## config.mk

```make
export PLATFORM = sky130hd
export DESIGN_NAME = i2c_wr_target
export DESIGN_NICKNAME = d
export VERILOG_FILES = /design/src/rtl/i2c_wr_target_pkg.sv /design/src/rtl/i2c_line_sync.sv /design/src/rtl/i2c_rx_fsm.sv /design/src/rtl/i2c_rx_holding.sv /design/src/rtl/i2c_wr_target.sv
export SDC_FILE = /design/constraint.sdc
export NUM_CORES = 1
export LEC_CHECK = 0
export CAP_MARGIN = 20
export CORE_AREA = 2 2 60 62
export CTS_BUF_LIST = sky130_fd_sc_hd__clkbuf_4 sky130_fd_sc_hd__clkbuf_8
export CTS_CLUSTER_DIAMETER = 60
export DETAILED_ROUTE_END_ITERATION = 8
export DIE_AREA = 0 0 62 64
export GPL_TIMING_DRIVEN = 0
export PLACE_DENSITY = 0.81
export SYNTH_ARGS = -nofsm -noshare
export SYNTH_HDL_FRONTEND = slang
export SYNTH_SLANG_ARGS = --single-unit
```

## constraint.sdc

```tcl
create_clock -name clk -period 1.62 [get_ports clk]
set_input_delay 0.405 -clock clk [delete_from_list [all_inputs] [get_ports clk]]
set_output_delay 0.405 -clock clk [all_outputs]
set_load 0.05 [all_outputs]
```

## src/rtl/i2c_wr_target_pkg.sv

```systemverilog
package i2c_wr_target_pkg;
    localparam int ADDR_W = 7;
    localparam int BYTE_W = ADDR_W + 1;

    typedef enum logic [2:0] {
        ST_IDLE,
        ST_ADDR,
        ST_DATA,
        ST_ACK_SETUP,
        ST_ACK_HOLD,
        ST_ACK_DONE,
        ST_IGNORE
    } rx_state_e;

    typedef struct packed {
        logic [BYTE_W-1:0] value;
        logic              is_addr;
        logic              rw;
    } rx_byte_t;
endpackage

```

## src/rtl/i2c_line_sync.sv

```systemverilog
module i2c_line_sync #(
    parameter int SYNC_STAGES = 2
) (
    input  logic clk,
    input  logic rst_n,
    input  logic scl_i,
    input  logic sda_i,
    output logic scl_lvl,
    output logic sda_lvl,
    output logic scl_rise,
    output logic scl_fall,
    output logic start_det,
    output logic stop_det
);
    localparam int SR_W = SYNC_STAGES + 1;

    logic [SR_W-1:0] scl_sr;
    logic [SR_W-1:0] sda_sr;
    logic            scl_prev;
    logic            sda_prev;

    // Idle bus is high: reset the chains to ones so no edge appears at reset.
    always_ff @(posedge clk or negedge rst_n) begin
        if (!rst_n) begin
            scl_sr <= '1;
            sda_sr <= '1;
        end else begin
            scl_sr <= {scl_sr[SR_W-2:0], scl_i};
            sda_sr <= {sda_sr[SR_W-2:0], sda_i};
        end
    end

    assign scl_lvl   = scl_sr[SYNC_STAGES-1];
    assign sda_lvl   = sda_sr[SYNC_STAGES-1];
    assign scl_prev  = scl_sr[SYNC_STAGES];
    assign sda_prev  = sda_sr[SYNC_STAGES];
    assign scl_rise  = scl_lvl & ~scl_prev;
    assign scl_fall  = ~scl_lvl & scl_prev;
    assign start_det = scl_lvl & scl_prev & sda_prev & ~sda_lvl;
    assign stop_det  = scl_lvl & scl_prev & ~sda_prev & sda_lvl;
endmodule

```

## src/rtl/i2c_rx_fsm.sv

```systemverilog
module i2c_rx_fsm
    import i2c_wr_target_pkg::*;
(
    input  logic              clk,
    input  logic              rst_n,
    input  logic              scl_rise,
    input  logic              scl_fall,
    input  logic              start_det,
    input  logic              stop_det,
    input  logic              sda_lvl,
    input  logic [ADDR_W-1:0] own_addr,
    input  logic              accept,
    output logic              byte_done,
    output rx_byte_t          byte_out,
    output logic              sda_pull
);
    localparam int CNT_W = $clog2(BYTE_W);
    localparam logic [CNT_W-1:0] LAST_CNT = CNT_W'(BYTE_W - 1);

    rx_state_e         state, nxt;
    logic [BYTE_W-1:0] shreg;
    logic [BYTE_W-1:0] sample;
    logic [CNT_W-1:0]  bitcnt;
    logic              ack_ok;
    logic              last_bit;
    logic              addr_hit;

    assign sample   = {shreg[BYTE_W-2:0], sda_lvl};
    assign last_bit = scl_rise && (bitcnt == LAST_CNT);
    assign addr_hit = (sample[BYTE_W-1:1] == own_addr) && !sample[0];

    always_comb begin
        nxt = state;
        if (start_det) begin
            nxt = ST_ADDR;
        end else if (stop_det) begin
            nxt = ST_IDLE;
        end else begin
            unique case (state)
                ST_IDLE:      nxt = ST_IDLE;
                ST_ADDR:      if (last_bit) nxt = addr_hit ? ST_ACK_SETUP : ST_IGNORE;
                ST_DATA:      if (last_bit) nxt = ST_ACK_SETUP;
                ST_ACK_SETUP: if (scl_fall) nxt = ST_ACK_HOLD;
                ST_ACK_HOLD:  if (scl_rise) nxt = ST_ACK_DONE;
                ST_ACK_DONE:  if (scl_fall) nxt = ST_DATA;
                ST_IGNORE:    nxt = ST_IGNORE;
                default:      nxt = ST_IDLE;
            endcase
        end
    end

    always_ff @(posedge clk or negedge rst_n) begin
        if (!rst_n) state <= ST_IDLE;
        else        state <= nxt;
    end

    // Shift register, bit counter and latched acknowledge decision.
    always_ff @(posedge clk or negedge rst_n) begin
        if (!rst_n) begin
            shreg  <= '0;
            bitcnt <= '0;
            ack_ok <= 1'b0;
        end else if (start_det) begin
            bitcnt <= '0;
            ack_ok <= 1'b0;
        end else if ((state == ST_ADDR || state == ST_DATA) && scl_rise) begin
            shreg  <= sample;
            bitcnt <= last_bit ? '0 : bitcnt + 1'b1;
            if (byte_done) ack_ok <= accept;
        end
    end

    // Output process.
    always_comb begin
        byte_done        = last_bit && ((state == ST_DATA) || (state == ST_ADDR && addr_hit));
        byte_out.value   = sample;
        byte_out.is_addr = (state == ST_ADDR);
        byte_out.rw      = sample[0];
        sda_pull         = ack_ok && (state == ST_ACK_HOLD || state == ST_ACK_DONE);
    end
endmodule

```

## src/rtl/i2c_rx_holding.sv

```systemverilog
module i2c_rx_holding
    import i2c_wr_target_pkg::*;
(
    input  logic              clk,
    input  logic              rst_n,
    input  logic              byte_done,
    input  rx_byte_t          byte_in,
    input  logic              buf_rd,
    input  logic              ovf_clr,
    input  logic              irq_clr,
    output logic              accept,
    output logic [BYTE_W-1:0] rx_data,
    output logic              full_flag,
    output logic              ovf_flag,
    output logic              irq_flag,
    output logic              last_was_data,
    output logic              rw_bit
);
    // A read in the same cycle frees the slot for the arriving byte.
    assign accept = !full_flag || buf_rd;

    always_ff @(posedge clk or negedge rst_n) begin
        if (!rst_n) begin
            rx_data       <= '0;
            full_flag     <= 1'b0;
            last_was_data <= 1'b0;
            rw_bit        <= 1'b0;
        end else if (byte_done && accept) begin
            rx_data       <= byte_in.value;
            full_flag     <= 1'b1;
            last_was_data <= !byte_in.is_addr;
            if (byte_in.is_addr) rw_bit <= byte_in.rw;
        end else if (buf_rd) begin
            full_flag <= 1'b0;
        end
    end

    always_ff @(posedge clk or negedge rst_n) begin
        if (!rst_n) begin
            ovf_flag <= 1'b0;
            irq_flag <= 1'b0;
        end else begin
            if (byte_done && !accept) ovf_flag <= 1'b1;
            else if (ovf_clr)         ovf_flag <= 1'b0;
            if (byte_done)            irq_flag <= 1'b1;
            else if (irq_clr)         irq_flag <= 1'b0;
        end
    end
endmodule

```

## src/rtl/i2c_wr_target.sv

```systemverilog
module i2c_wr_target
    import i2c_wr_target_pkg::*;
#(
    parameter int SYNC_STAGES = 2
) (
    input  logic              clk,
    input  logic              rst_n,
    input  logic              scl_i,
    input  logic              sda_i,
    output logic              sda_pull,
    input  logic [ADDR_W-1:0] own_addr,
    input  logic              buf_rd,
    output logic [BYTE_W-1:0] rx_data,
    output logic              full_flag,
    output logic              ovf_flag,
    input  logic              ovf_clr,
    output logic              irq_flag,
    input  logic              irq_clr,
    output logic              last_was_data,
    output logic              rw_bit
);
    logic     scl_lvl, sda_lvl, scl_rise, scl_fall, start_det, stop_det;
    logic     accept, byte_done;
    rx_byte_t byte_bus;

    i2c_line_sync #(.SYNC_STAGES(SYNC_STAGES)) u_sync (
        .clk(clk), .rst_n(rst_n), .scl_i(scl_i), .sda_i(sda_i),
        .scl_lvl(scl_lvl), .sda_lvl(sda_lvl), .scl_rise(scl_rise),
        .scl_fall(scl_fall), .start_det(start_det), .stop_det(stop_det)
    );

    i2c_rx_fsm u_fsm (
        .clk(clk), .rst_n(rst_n), .scl_rise(scl_rise), .scl_fall(scl_fall),
        .start_det(start_det), .stop_det(stop_det), .sda_lvl(sda_lvl),
        .own_addr(own_addr), .accept(accept), .byte_done(byte_done),
        .byte_out(byte_bus), .sda_pull(sda_pull)
    );

    i2c_rx_holding u_hold (
        .clk(clk), .rst_n(rst_n), .byte_done(byte_done), .byte_in(byte_bus),
        .buf_rd(buf_rd), .ovf_clr(ovf_clr), .irq_clr(irq_clr),
        .accept(accept), .rx_data(rx_data), .full_flag(full_flag),
        .ovf_flag(ovf_flag), .irq_flag(irq_flag),
        .last_was_data(last_was_data), .rw_bit(rw_bit)
    );
endmodule

```

; ---- After elaboration in Yosys (flattened, before gate mapping)
; Cells that the tools add are included.
[word_totals]
output_inout_bits = 14
wordCells = 84
register_bits = 33
in_bits = 14
[classes]
mux = 21
n_addsub = 1
n_eq_ne = 13
bitwise_logic = 12
n_reduce_logical = 25
[ops]
columns = cell, count
row1 = two-way mux 3 bit, 11
row2 = one-hot mux 3 bit (6 select lines), 1
row3 = "equality test 3 bit, second input constant", 4
row4 = "inequality test 4 bit, second input constant", 3
row5 = nonzero test 2 bit, 5
row6 = two-way mux 1 bit, 9
row7 = logical AND 1 bit, 8
row8 = "inequality test 4 x 3 -> 1 bit, second input constant", 2
row9 = bitwise AND 1 bit, 7
row10 = equality test 7 bit, 1
row11 = "equality test 3 x 2 -> 1 bit, second input constant", 2
row12 = AND reduction 2 bit, 3
row13 = NOT 1 bit, 5
row14 = AND reduction 5 bit, 1
row15 = logical NOT 1 bit, 4
row16 = logical OR 1 bit, 4
row17 = "adder 3 x 1 -> 3 bit, second input constant", 1
row18 = "equality test 3 x 1 -> 1 bit, second input constant", 1

; ---- Longest topological paths before layout
; Gate-level depths: netlist of the first run.
[depth]
depth_word = 8
mapped_depth = 7
mapped_depth_nobuf = 7

; ---- Cells and area by module
; Synthesis of the first run repeated with hierarchy kept, for this count alone.
[unflattened]
cells_unflattened = 127
area_unflattened_um2 = 1576.5
[by_module_without_submodules]
columns = mod, seq_area_each_um2, cells_each, area_each_um2, n_inst
row1 = i2c_rx_fsm, 350.3, 84, 859.6, 1
row2 = i2c_rx_holding, 325.3, 33, 526.8, 1
row3 = i2c_line_sync, 157.7, 10, 190.2, 1

; ---- Least setup slack after synthesis of the first run
; No wires, ideal clock.
[synth_timing]
kind = reg-to-reg
from = register u_fsm.bitcnt[0]
to = register u_hold.rx_data[0]
t_arrival_ns = 1.598
setup_time_ns = 0.125
synth_period_minus_slack_ns = 1.723
path_stages_with_launch = 8
n_path_buf = 0
required_ns = 1.495
slack_ns = -0.103
cell_sequence = dfrtp_1 -> ha_1 -> ha_1 -> nand3b_1 -> nor2_1 -> and2_1 -> nand2_4 -> mux2_2
[synth_via]
elab_chain_cells = 4
[synth_lines]
columns = element, line
row1 = start: declaration, i2c_rx_fsm.sv:23  ; logic [CNT_W-1:0] bitcnt;
row2 = start signal: assignment, i2c_rx_fsm.sv:68  ; bitcnt <= last_bit ? '0 : bitcnt + 1'b1;
row3 = equality test 3 bit, i2c_rx_fsm.sv:29  ; assign last_bit = scl_rise && (bitcnt == LAST_CNT);
row4 = logical AND 1 bit, i2c_rx_fsm.sv:29
row5 = logical AND 1 bit, i2c_rx_fsm.sv:75  ; byte_done = last_bit && ((state == ST_DATA) || (state == ST_ADDR && addr_hit));
row6 = logical AND 1 bit, i2c_rx_holding.sv:28  ; end else if (byte_done && accept) begin
row7 = end signal: assignment, i2c_rx_holding.sv:29  ; rx_data <= byte_in.value;
row8 = end: declaration, i2c_rx_holding.sv:12  ; output logic [BYTE_W-1:0] rx_data,
; No other way between the ends.
; A chain may end at the register's enable or synchronous reset.

; ---- Worst setup path after layout of the first run
[layout_timing]
from = register u_fsm.state[0]
to = register u_hold.rx_data[0]
[layout_via]
elab_chain_cells = 5
word_cells_on_any_way = 6
classes_between = eq/ne (2) / reduce/logical (4)
[layout_lines]
columns = element, line
row1 = start: declaration, i2c_rx_fsm.sv:20  ; rx_state_e state, nxt;
row2 = start signal: assignment, i2c_rx_fsm.sv:54  ; else state <= nxt;
row3 = equality test 3 x 1 -> 1 bit, i2c_rx_fsm.sv:75
row4 = logical AND 1 bit, i2c_rx_fsm.sv:75
row5 = logical OR 1 bit *, i2c_rx_fsm.sv:75
row6 = logical AND 1 bit *, i2c_rx_fsm.sv:75
row7 = logical AND 1 bit *, i2c_rx_holding.sv:28
; Mark *: on every way between the ends. The rest lies on a longest branch, timed or not.

==> results of run 1 <==
cells in the final DEF (no fill, tap or decap), types with 2 or more instances in the layout:
cell / n
nand2_1: 30
dfrtp_1: 26
buf_4: 15
xnor2_1: 9
clkbuf_2: 8
mux2_2: 8
nor2_1: 8
clkdlybuf4s50_1: 7
clkbuf_4: 6
clkdlybuf4s15_2: 6
dfstp_2: 6
o21ai_0: 5
dlygate4sd2_1: 5
nand2b_1: 4
a21oi_1: 4
inv_1: 4
buf_6: 3
a31oi_1: 3
buf_2: 2
or3_4: 2
nor3_1: 2
nand2_4: 2
o21ai_1: 2
o21a_1: 2
path summary, 6_finish.rpt:
kind	start	end	cells past startpoint
max in group asynchronous	rst_n	u_fsm.state[1]	1
worst max-delay path	u_fsm.state[0]	u_hold.rx_data[0]	5
worst min register to register	u_sync.scl_sr[0]	u_sync.scl_sr[1]	0
min in group clk	u_sync.scl_sr[0]	u_sync.scl_sr[1]	0
worst max register to register	u_fsm.state[0]	u_hold.rx_data[0]	5
worst min-delay path	rst_n	u_hold.rw_bit	1
cell type report:
cell class	count	share of cell area
sequential	33	0.392
timing repair buffer	40	0.155
inverter	4	0.00705
tap	46	0.0270
clock inverter	3	0.0217
multi-input combinational	109	0.352
buffer	8	0.0276
clock buffer	5	0.0176
worst max-delay path, stage by stage, from the launching register on:
cell and delay (ps):
dfrtp_1 340, clkbuf_1 280, inv_1 190, o41ai_4 490, nand2_4 160, mux2_4 330
power by group:
group	switching, mW	internal (mW)
clock network	0.309	0.327
registers	0.119	0.982
logic	0.668	0.629
total	1.10	1.94
timing repair:
item	CTS	global route
buffers inserted	8	5
pin swaps	4	4
gates resized for setup	56	28
hold endpoints to repair	0	0
hold buffers	0	0
gates cloned	0	0
setup endpoints to repair	40	35
through the flow:
| stage | cell area, µm² | util | TNS (ps) | worst slack, ps | total power, mW |
|---|---|---|---|---|---|
| floorplan | 1590 | - | -859 | -97.5 | 1.86 |
| global placement | 1920 | 0.584 | -24120 | -660 | 2.05 |
| detailed placement | 1910 | 0.583 | -11340 | -705 | 2.10 |
| CTS | 2090 | 0.637 | -2650 | -256 | 2.86 |
| global route | 2130 | 0.648 | -4090 | -330 | 3.22 |
| finish | 2130 | 0.648 | -2910 | -278 | 3.03 |
kinds of logic after synthesis:
group,share of synthesized area
buffers and inverters,0.0339
XOR/XNOR,0.0551
multiplexers,0.0701
adder cells (fa/ha/maj),0.0157
flip-flops,0.524
AO/OA/AOI/OAI,0.123
AND/OR/NAND/NOR,0.178
routing by layer:
layer  GRT usage  vias to the layer above
met5           0                        -
met4      0.0798                        0
met3      0.0567                        8
met2       0.301                       45
met1       0.256                      640
li1            -                      620
state kept, by name, summed over array words and instances, names as in the netlist:
register              flops
u_fsm.ack_ok              1
u_fsm.bitcnt              3
u_fsm.shreg               7
u_fsm.state               3
u_hold.full_flag          1
u_hold.irq_flag           1
u_hold.last_was_data      1
u_hold.ovf_flag           1
u_hold.rw_bit             1
u_hold.rx_data            8
u_sync.scl_sr             3
u_sync.sda_sr             3
==> key figures, run 1 <==
STA
  – Minimum clock period after layout: 1900 ps
  – Worst slew pin tran: 744 ps
  – Final Hold Viols: 0
  – Slew Viols, Final: 0
  – Endpoints failing setup: 17
  – Final Cycle Share: 1.17
  – Setup slack after layout: -278 ps
  – RSZ-0062 raised after global routing: yes
  – Clk_skew: 5.04 ps
  – FMAX: 0.527 GHz
  – Rel. slew slack: 0.504
  – Min Hold Slack: 119 ps

Logic synthesis
  – Largest cells by area after synthesis: dfrtp_1 43%, dfstp_2 9.9%, nand2_1 7.6%
  – Netlist cell types: 39
  – Most frequent cells after synthesis: 32 x nand2_1, 27 x dfrtp_1, 9 x mux2_2, 9 x nor2_1, 9 x xnor2_1
  – Post-synth top area share: 0.425
  – Syn nets: 171
  – Synth warnings: 0
  – Sequential cell area fraction in the yosys report: 0.524
  – Top cell type by total area after synthesis: dfrtp_1
  – Post-synth ARST share: 1.00
  – Syn_area_per_cell: 10.3 µm²
  – Mapped Cells: 155
  – Synth Flop Type: dfrtp_1
  – Most common cell in the netlist: nand2_1
  – Post-synth EDFFs: 0
  – FF+latch count, synth: 33
  – Post-Synthesis Cell Area: 1590 µm²

Cells and area
  – Layout cells sized above 1: 0.356
  – Layout area overhead: 34.0%
  – Register area: 835 µm²
  – Non-filler instance count after layout: 248
  – Ant. Diodes: 0
  – Final net count: 217
  – Area of the multi-input gates: 749 µm²
  – Filler instances: 259

Worst setup path
  – Worst path arrival time: 2130 ps
  – CP required: 1850 ps
  – Setup crit end kind: flop
  – Reg2reg setup slack: -280 ps
  – Worst Path Max Fanout: 8
  – Setup CP Type: reg2reg
  – CP Launch Type: flop

Run status
  – Violated checks: negative setup slack
  – Status: finished, violations left

Route
  – Met2 wire len: 1800 µm
  – DRT iter0 DRCs: 32
  – Drt pass-1 iters: 7
  – Vias per inst: 5.29
  – Drc violations: 0
  – Met3 routed wirelength: 191 µm
  – M1 WL: 1540 µm
  – Routed len/inst: 14.6 µm
  – Top sig layer: met4
  – ANT nets after route: 0
  – Drt total wl: 3620 µm
  – Via count: 1,313

Hold path
  – Min-delay worst type: in2async

Power and ir drop
  – Pwr per Cell Area: 1420 nW/µm²
  – Worst-case vdd ir drop: 0.959 mV
  – P_leak: 1.01 nW

CTS
  – Reg clk slew, reported paths: 110 ps
  – CTS Buf Count: 5
  – CTS tree: yes
  – Clock Latency Late Sink: 340 ps
  – H-tree depth: 2
  – # clock sinks: 33
  – CTS root buffer: clkbuf_4
  – Clk buf depth: 2

Die
  – Initial core utilization: 0.484
  – Die area: 3970 µm²
  – Die Wd: 62 µm
  – I/O pins: 28
  – Site row count: 21
  – Die H: 64 µm
  – CORE AREA: 3280 µm²

Global routing
  – First-pass GRT wire length: 5720 µm
  – GRT Total Usage: 0.196
  – Overflow after GRT: 0
  – Largest net degree at the start of global routing: 34
  – Initial antenna violation count: 0
  – Vias in the first global route: 1,273

Placed design
  – Post-Place Cells: 228
  – Buffers on Ports: 27
  – Routability congestion estimate: 0.882
  – HPWL after DPL: 2240 µm

Job
  – Max-cap violation count: 0
(Power assumes the default switching activity.)
==> run 2: changes to the inputs <==
MAX_ROUTING_LAYER = met4   (was default)
==> run 2 against run 1 <==
Against the previous run:
- worst setup slack better by 2.7 ps
- core utilization stayed put
- clock skew hardly changed
- cell count stayed put
- the run still ends with negative setup slack left
- global-route usage is 0.56 points higher
- sequential cell count stayed put
- cell area stayed put
- critical endpoint unchanged
==> key figures, run 2 (synthesized netlist as in run 1, its figures left out) <==
Power and ir drop
  – Psw: 1.09 mW (-0.22%)
  – P_leak: 1.01 nW (unchanged)
  – Sw frac: 0.361 (-0.000477)
  – Clock power frac: 0.210 (about the same)
  – Worst-case vdd ir drop: 0.961 mV (+0.18%)
  – Pwr per Cell Area: 1420 nW/µm² (about the same)
  – Power Total: 3.03 mW (about the same)
  – Int Power: 1.94 mW (about the same)
  – Sequential share of power: 0.363 (about the same)
  – Comb power frac: 0.427 (about the same)

Route
  – Vias per inst: 5.32 (+0.53%)
  – Drt total wl: 3590 µm (-0.86%)
  – Drc violations: 0 (unchanged)
  – Routed len/inst: 14.5 µm (-0.86%)
  – Drt pass-1 iters: 4 (-3)
  – ANT nets after route: 0 (unchanged)
  – Via count: 1,320 (+0.53%)
  – DRT iter0 DRCs: 37 (+16%)

Worst setup path
  – Worst reg2reg path depth: 5 (unchanged)
  – R2r endpoint: u_hold.rx_data[0]
  – Worst Path Max Fanout: 8 (unchanged)
  – RR Startpoint: u_fsm.state[0]
  – CP required: 1850 ps (about the same)
  – CP Launch Type: flop
  – Worst path arrival time: 2130 ps (about the same)
  – Reg2reg setup slack: -280 ps (about the same)
  – Setup CP Type: reg2reg
  – Setup crit end kind: flop

Placed design
  – Post-Place Cells: 228 (unchanged)
  – Buffers on Ports: 27 (unchanged)
  – Placed Area: 1910 µm² (unchanged)
  – Routability congestion estimate: 0.896 (+1.7%)
  – HPWL after DPL: 2240 µm (unchanged)
  – Post-place setup slack: -705 ps (unchanged)

CTS
  – CTS Buf Count: 5 (unchanged)
  – Reg clk slew, reported paths: 110 ps (about the same)
  – Hold buffer count at cts: 0 (unchanged)
  – CTS root buffer: clkbuf_4
  – H-tree depth: 2 (unchanged)
  – Clk buf depth: 2 (unchanged)
  – CTS tree: yes
  – # clock sinks: 33 (unchanged)
  – Clock Latency Late Sink: 340 ps (about the same)

Cells and area
  – Non-filler instance count after layout: 248 (unchanged)
  – Layout area overhead: 34.0% (unchanged)
  – Layout cells sized above 1: 0.356 (unchanged)
  – Ant. Diodes: 0 (unchanged)
  – Largest Register: u_hold.rx_data
  – Post-route cell area: 2130 µm² (unchanged)
  – Largest regs: u_hold.rx_data x8, u_fsm.shreg x7
  – Util after Layout: 0.648 (unchanged)
  – Final net count: 217 (unchanged)
  – Most frequent cells in the layout: 30 x nand2_1, 26 x dfrtp_1, 15 x buf_4
  – Max reg flops: 8 (unchanged)
  – Most common cell after layout, fill and taps aside: nand2_1

Die
  – CORE AREA: 3280 µm² (unchanged)
  – Initial core utilization: 0.484 (unchanged)
  – Die area: 3970 µm² (unchanged)
  – I/O pins: 28 (unchanged)
  – Die H: 64 µm (unchanged)
  – Site row count: 21 (unchanged)
  – Die Wd: 62 µm (unchanged)

Global routing
  – Largest net degree at the start of global routing: 34 (unchanged)
  – Overflow after GRT: 0 (unchanged)
  – First-pass GRT wire length: 5720 µm (unchanged)
  – Initial antenna violation count: 0 (unchanged)
  – Vias in the first global route: 1,266 (-0.55%)
  – GRT Total Usage: 0.202 (+0.00559)

STA
  – RSZ-0062 raised after global routing: yes
  – Endpoints failing setup: 17 (unchanged)
  – Min Hold Slack: 104 ps (-14.4 ps)
  – Final Hold Viols: 0 (unchanged)
  – Minimum clock period after layout: 1900 ps (-2.69 ps)
  – FMAX: 0.527 GHz (+0.14%)
  – Setup slack after layout: -276 ps (+2.69 ps)
  – Slew Viols, Final: 0 (unchanged)
  – Final Cycle Share: 1.17 (-0.00166)
  – Setup_tns: -2900 ps (+15.1 ps)
  – Rel. slew slack: 0.522 (+0.0182)
  – Clk_skew: 4.85 ps (-0.194 ps)
  – Worst slew pin tran: 717 ps (-27.3 ps)

Hold path
  – Min-delay worst type: in2async

Job
  – Max-cap violation count: 0 (unchanged)

Run status
  – Status: finished, violations left
  – Violated checks: negative setup slack
## run 2: critical path, cell delays in order, from the launching register on
cell and delay [ps]:
dfrtp_1 340, clkbuf_1 280, inv_1 190, o41ai_4 490, nand2_4 160, mux2_4 330
## run 2: timing repair
| action | 4_1_cts | 5_1_grt |
|---|---|---|
| setup endpoints to repair | 40 | 35 |
| resized for setup | 56 | 28 |
| buffers inserted | 8 | 5 |
| cloned | 0 | 0 |
| pin swaps | 4 | 4 |
## run 2: power groups by stage
stage                     logic [mW]  registers (mW)  clock network [mW]
after floorplan                0.747            1.11                   0
after global placement         0.929            1.12                   0
after detailed placement       0.956            1.14                   0
after CTS                       1.12            1.10               0.640
after global routing            1.41            1.12               0.682
final                           1.29            1.10               0.637
## run 2: cell type report
class	count	area [µm²]
Buffer	8	58.8
Clock buffer	5	37.5
Clock inverter	3	46.3
Fill cell	259	1150
Inverter	4	15.0
Multi-Input combinational cell	109	749
Sequential cell	33	835
Tap cell	46	57.6
Timing Repair Buffer	40	330
## run 2: worst max path at each step
stage | from | to | cells past startpoint | slack, ps
after floorplan | own_addr[1] | u_hold.rx_data[0] | 5 | -100
after global placement | own_addr[3] | u_hold.rx_data[3] | 6 | -660
after detailed placement | own_addr[2] | u_hold.rx_data[1] | 6 | -710
after CTS | u_fsm.shreg[3] | u_hold.rx_data[0] | 5 | -260
after global routing | u_fsm.shreg[3] | u_hold.rx_data[0] | 5 | -330
final | u_fsm.state[0] | u_hold.rx_data[0] | 5 | -280
## run 2: routing by layer
layer / vias up / routed length [µm] / track usage
met1: 650 / 1510 / 0.256
met4: 0 / 89 / 0.0798
met5: - / 0 / -
met3: 8 / 189 / 0.0567
met2: 43 / 1800 / 0.302
li1: 619 / - / -
==> run 3: changes to the inputs <==
--- a/config.mk
+++ b/config.mk
@@ -14,5 +14,6 @@
 export GPL_TIMING_DRIVEN = 0
 export MAX_ROUTING_LAYER = met4
-export PLACE_DENSITY = 0.81
+export PLACE_DENSITY = 0.78
+export SKIP_LAST_GASP = 1
 export SYNTH_ARGS = -nofsm -noshare
 export SYNTH_HDL_FRONTEND = slang
==> constraint.sdc (replaced) <==
create_clock -name clk -period 2.2 [get_ports clk]
set_input_delay 0.22 -clock clk [delete_from_list [all_inputs] [get_ports clk]]
set_output_delay 0.22 -clock clk [all_outputs]
set_load 0.05 [all_outputs]
==> run 3 against run 2 <==
Against the previous run:
- the run now ends clean
- global-route usage fell by 0.73 points
- worst hold slack improved by 180 ps
- register-to-register slack gained 490 ps
- clock-buffer cell count is 2 higher
- via count fell by 7.6%
- sequential cell count unchanged
- core utilization down 4.5 points
- clock power is 45% lower
- highest routed layer unchanged
==> key figures, run 3 (synthesized netlist as in run 1, its figures left out) <==
Power and ir drop
  – Clock power frac: 0.185 (-0.025)
  – Worst-case vdd ir drop: 0.539 mV (-44%)
  – Psw: 0.725 mW (-34%)
  – P_leak: 0.893 nW (-12%)
  – Pwr per Cell Area: 962 nW/µm² (-32%)
  – Sequential share of power: 0.434 (+0.071)
  – Sw frac: 0.381 (+0.0198)
  – Comb power frac: 0.381 (-0.046)
  – Int Power: 1.18 mW (-39%)

Placed design
  – Buffers on Ports: 27 (unchanged)
  – Routability congestion estimate: 0.874 (-2.5%)
  – Post-Place Cells: 228 (unchanged)
  – HPWL after DPL: 2400 µm (+7.1%)

Cells and area
  – Filler instances: 288 (+11%)
  – Non-filler instance count after layout: 237 (-4.4%)
  – Largest regs: u_hold.rx_data x8, u_fsm.shreg x7
  – Layout cells sized above 1: 0.152 (-0.205)
  – Final net count: 206 (-5.1%)
  – Layout area overhead: 24.6%
  – Most common cell after layout, fill and taps aside: nand2_1
  – Util after Layout: 0.603 (-0.0453)
  – Largest Register: u_hold.rx_data
  – Ant. Diodes: 0 (unchanged)
  – Most frequent cells in the layout: 32 x nand2_1, 27 x dfrtp_1, 25 x clkdlybuf4s50_1
  – Max reg flops: 8 (unchanged)

Route
  – DRT iter0 DRCs: 31 (-16%)
  – Via count: 1,220 (-7.6%)
  – Routed len/inst: 13.9 µm (-3.7%)
  – Drt total wl: 3300 µm (-8.0%)
  – ANT nets after route: 0 (unchanged)
  – Vias per inst: 5.15 (-3.3%)
  – Drt pass-1 iters: 4 (unchanged)
  – Drc violations: 0 (unchanged)

Run status
  – Status: finished clean

STA
  – Setup_tns: 0 ps (+2900 ps)
  – Minimum clock period after layout: 2050 ps
  – Worst slew pin tran: 721 ps (+4.20 ps)
  – Final Hold Viols: 0 (unchanged)
  – RSZ-0062 raised after global routing: no
  – Slew Viols, Final: 0 (unchanged)
  – Rel. slew slack: 0.520 (-0.00280)
  – Endpoints failing setup: 0 (-17)
  – FMAX: 0.489 GHz
  – Clk_skew: 6.72 ps (+1.87 ps)
  – Final Cycle Share: 0.930

Global routing
  – Vias in the first global route: 1,168 (-7.7%)
  – First-pass GRT wire length: 5440 µm (-4.9%)
  – Initial antenna violation count: 0 (unchanged)
  – GRT Total Usage: 0.195 (-0.00734)
  – Largest net degree at the start of global routing: 34 (unchanged)
  – Overflow after GRT: 0 (unchanged)

CTS
  – CTS root buffer: clkbuf_4
  – CTS Buf Count: 5 (unchanged)
  – Clk buf depth: 2 (unchanged)
  – H-tree depth: 2 (unchanged)
  – Clock Latency Late Sink: 340 ps (about the same)
  – # clock sinks: 33 (unchanged)
  – Reg clk slew, reported paths: 100 ps (about the same)
  – CTS tree: yes

Hold path
  – Min-delay worst type: in2reg
  – Hold Path Origin: sda_i
  – Worst hold path depth: 1
  – Worst Hold Path EP: u_sync.sda_sr[0]

Job
  – Max-cap violation count: 0 (unchanged)

Worst setup path
  – Setup CP Type: reg2out
  – Worst Path Max Fanout: 10 (+2)
  – Worst path arrival time: 1830 ps (-300 ps)
  – R2r endpoint: u_hold.rx_data[2]
  – Cell family with most CP delay: buffers and inverters
  – Reg2reg setup slack: 210 ps (+490 ps)
  – Slowest cell delay on critical path: 520 ps (+30 ps)
  – Worst path slowest cell: dlygate4sd2_1
  – CP Launch Type: flop
  – Setup crit end kind: primary output
  – CP cell instances: clkbuf_1, and3b_1, dlygate4sd2_1
  – CP required: 1980 ps (+130 ps)
  – Worst reg2reg path depth: 7 (+2)
  – RR Startpoint: u_fsm.bitcnt[0]
  – Buf/Inv on CP: 2 (unchanged)

Die
  – Die Wd: 62 µm (unchanged)
  – CORE AREA: 3280 µm² (unchanged)
  – Site row count: 21 (unchanged)
  – Die area: 3970 µm² (unchanged)
  – I/O pins: 28 (unchanged)
  – Initial core utilization: 0.484 (unchanged)
  – Die H: 64 µm (unchanged)
[run 3: changes by cell type in the layout (fill, tap and decap cells not counted), sizes merged]
| cell | change |
|---|---|
| clkdlybuf4s50 | +18 |
| buf | -17 |
| clkdlybuf4s15 | -6 |
| dlygate4sd2 | -4 |
| bufinv | -1 |
| clkbuf | -1 |
| clkinv | -1 |
| dlygate4sd3 | +1 |
[run 3: worst register-to-register path, delay by kind of cell (launching register included)]
| kind | cells | cell delay, ps |
|---|---|---|
| fa+ha+maj | 2 | 320 |
| flops | 1 | 380 |
| mux | 1 | 300 |
| simple gates | 4 | 880 |
[run 3: per-stage QoR]
stage | hold WS (ps) | area [µm²] | power, mW | worst slack [ps]
finish | 282 | 1980 | 1.90 | 153
global route | 247 | 1980 | 2.05 | 35.4
detailed placement | 317 | 1910 | 1.56 | 29.2
global placement | 347 | 1920 | 1.51 | 107
CTS | 264 | 1980 | 1.92 | 150
floorplan | -75.6 | 1590 | 1.37 | 477
[run 3: per-layer routing]
metal / up-vias / global-route usage / part of all wire
li1: 603 / - / -
met1: 578 / 0.237 / 0.44
met3: 5 / 0.0648 / 0.053
met2: 34 / 0.296 / 0.49
met5: - / - / 0
met4: 0 / 0.0745 / 0.018
[run 3: what timing repair did]
item / in CTS / in global routing
setup endpoints to repair: 1 / 0
hold endpoints to repair: 27 / 0
buffers inserted: 0 / 0
hold buffers: 1 / 0
resized for setup: 1 / 0
[run 3: power by group through the flow]
stage | Sequential, mW | Clock, mW | Combinational [mW]
final | 0.826 | 0.353 | 0.726
after CTS | 0.825 | 0.366 | 0.727
after floorplan | 0.817 | 0 | 0.550
after global placement | 0.827 | 0 | 0.685
after detailed placement | 0.835 | 0 | 0.725
after global routing | 0.842 | 0.396 | 0.809
[run 3: worst max path at each step]
stage | cells after the start | slack, ps | endpoint | from
CTS | 3 | 150 | sda_pull | u_fsm.state[1]
detailed placement | 6 | 30 | u_hold.rx_data[2] | own_addr[2]
finish | 3 | 150 | sda_pull | u_fsm.state[1]
global route | 7 | 40 | u_hold.rx_data[2] | u_fsm.bitcnt[0]
floorplan | 7 | 480 | u_hold.rx_data[0] | u_fsm.bitcnt[0]
global placement | 6 | 110 | u_hold.rx_data[0] | own_addr[3]
[run 3: layout make-up]
class	count	area, µm²	share of cell area
flip-flops and latches	33	833	0.421
multi-input cells	109	702	0.354
repair buffers	28	274	0.138
well taps	46	57.6	0.0291
clock buffers	7	52.6	0.0265
plain buffers	9	38.8	0.0196
inverters	4	15.0	0.00758
clock inverters	1	7.51	0.00379
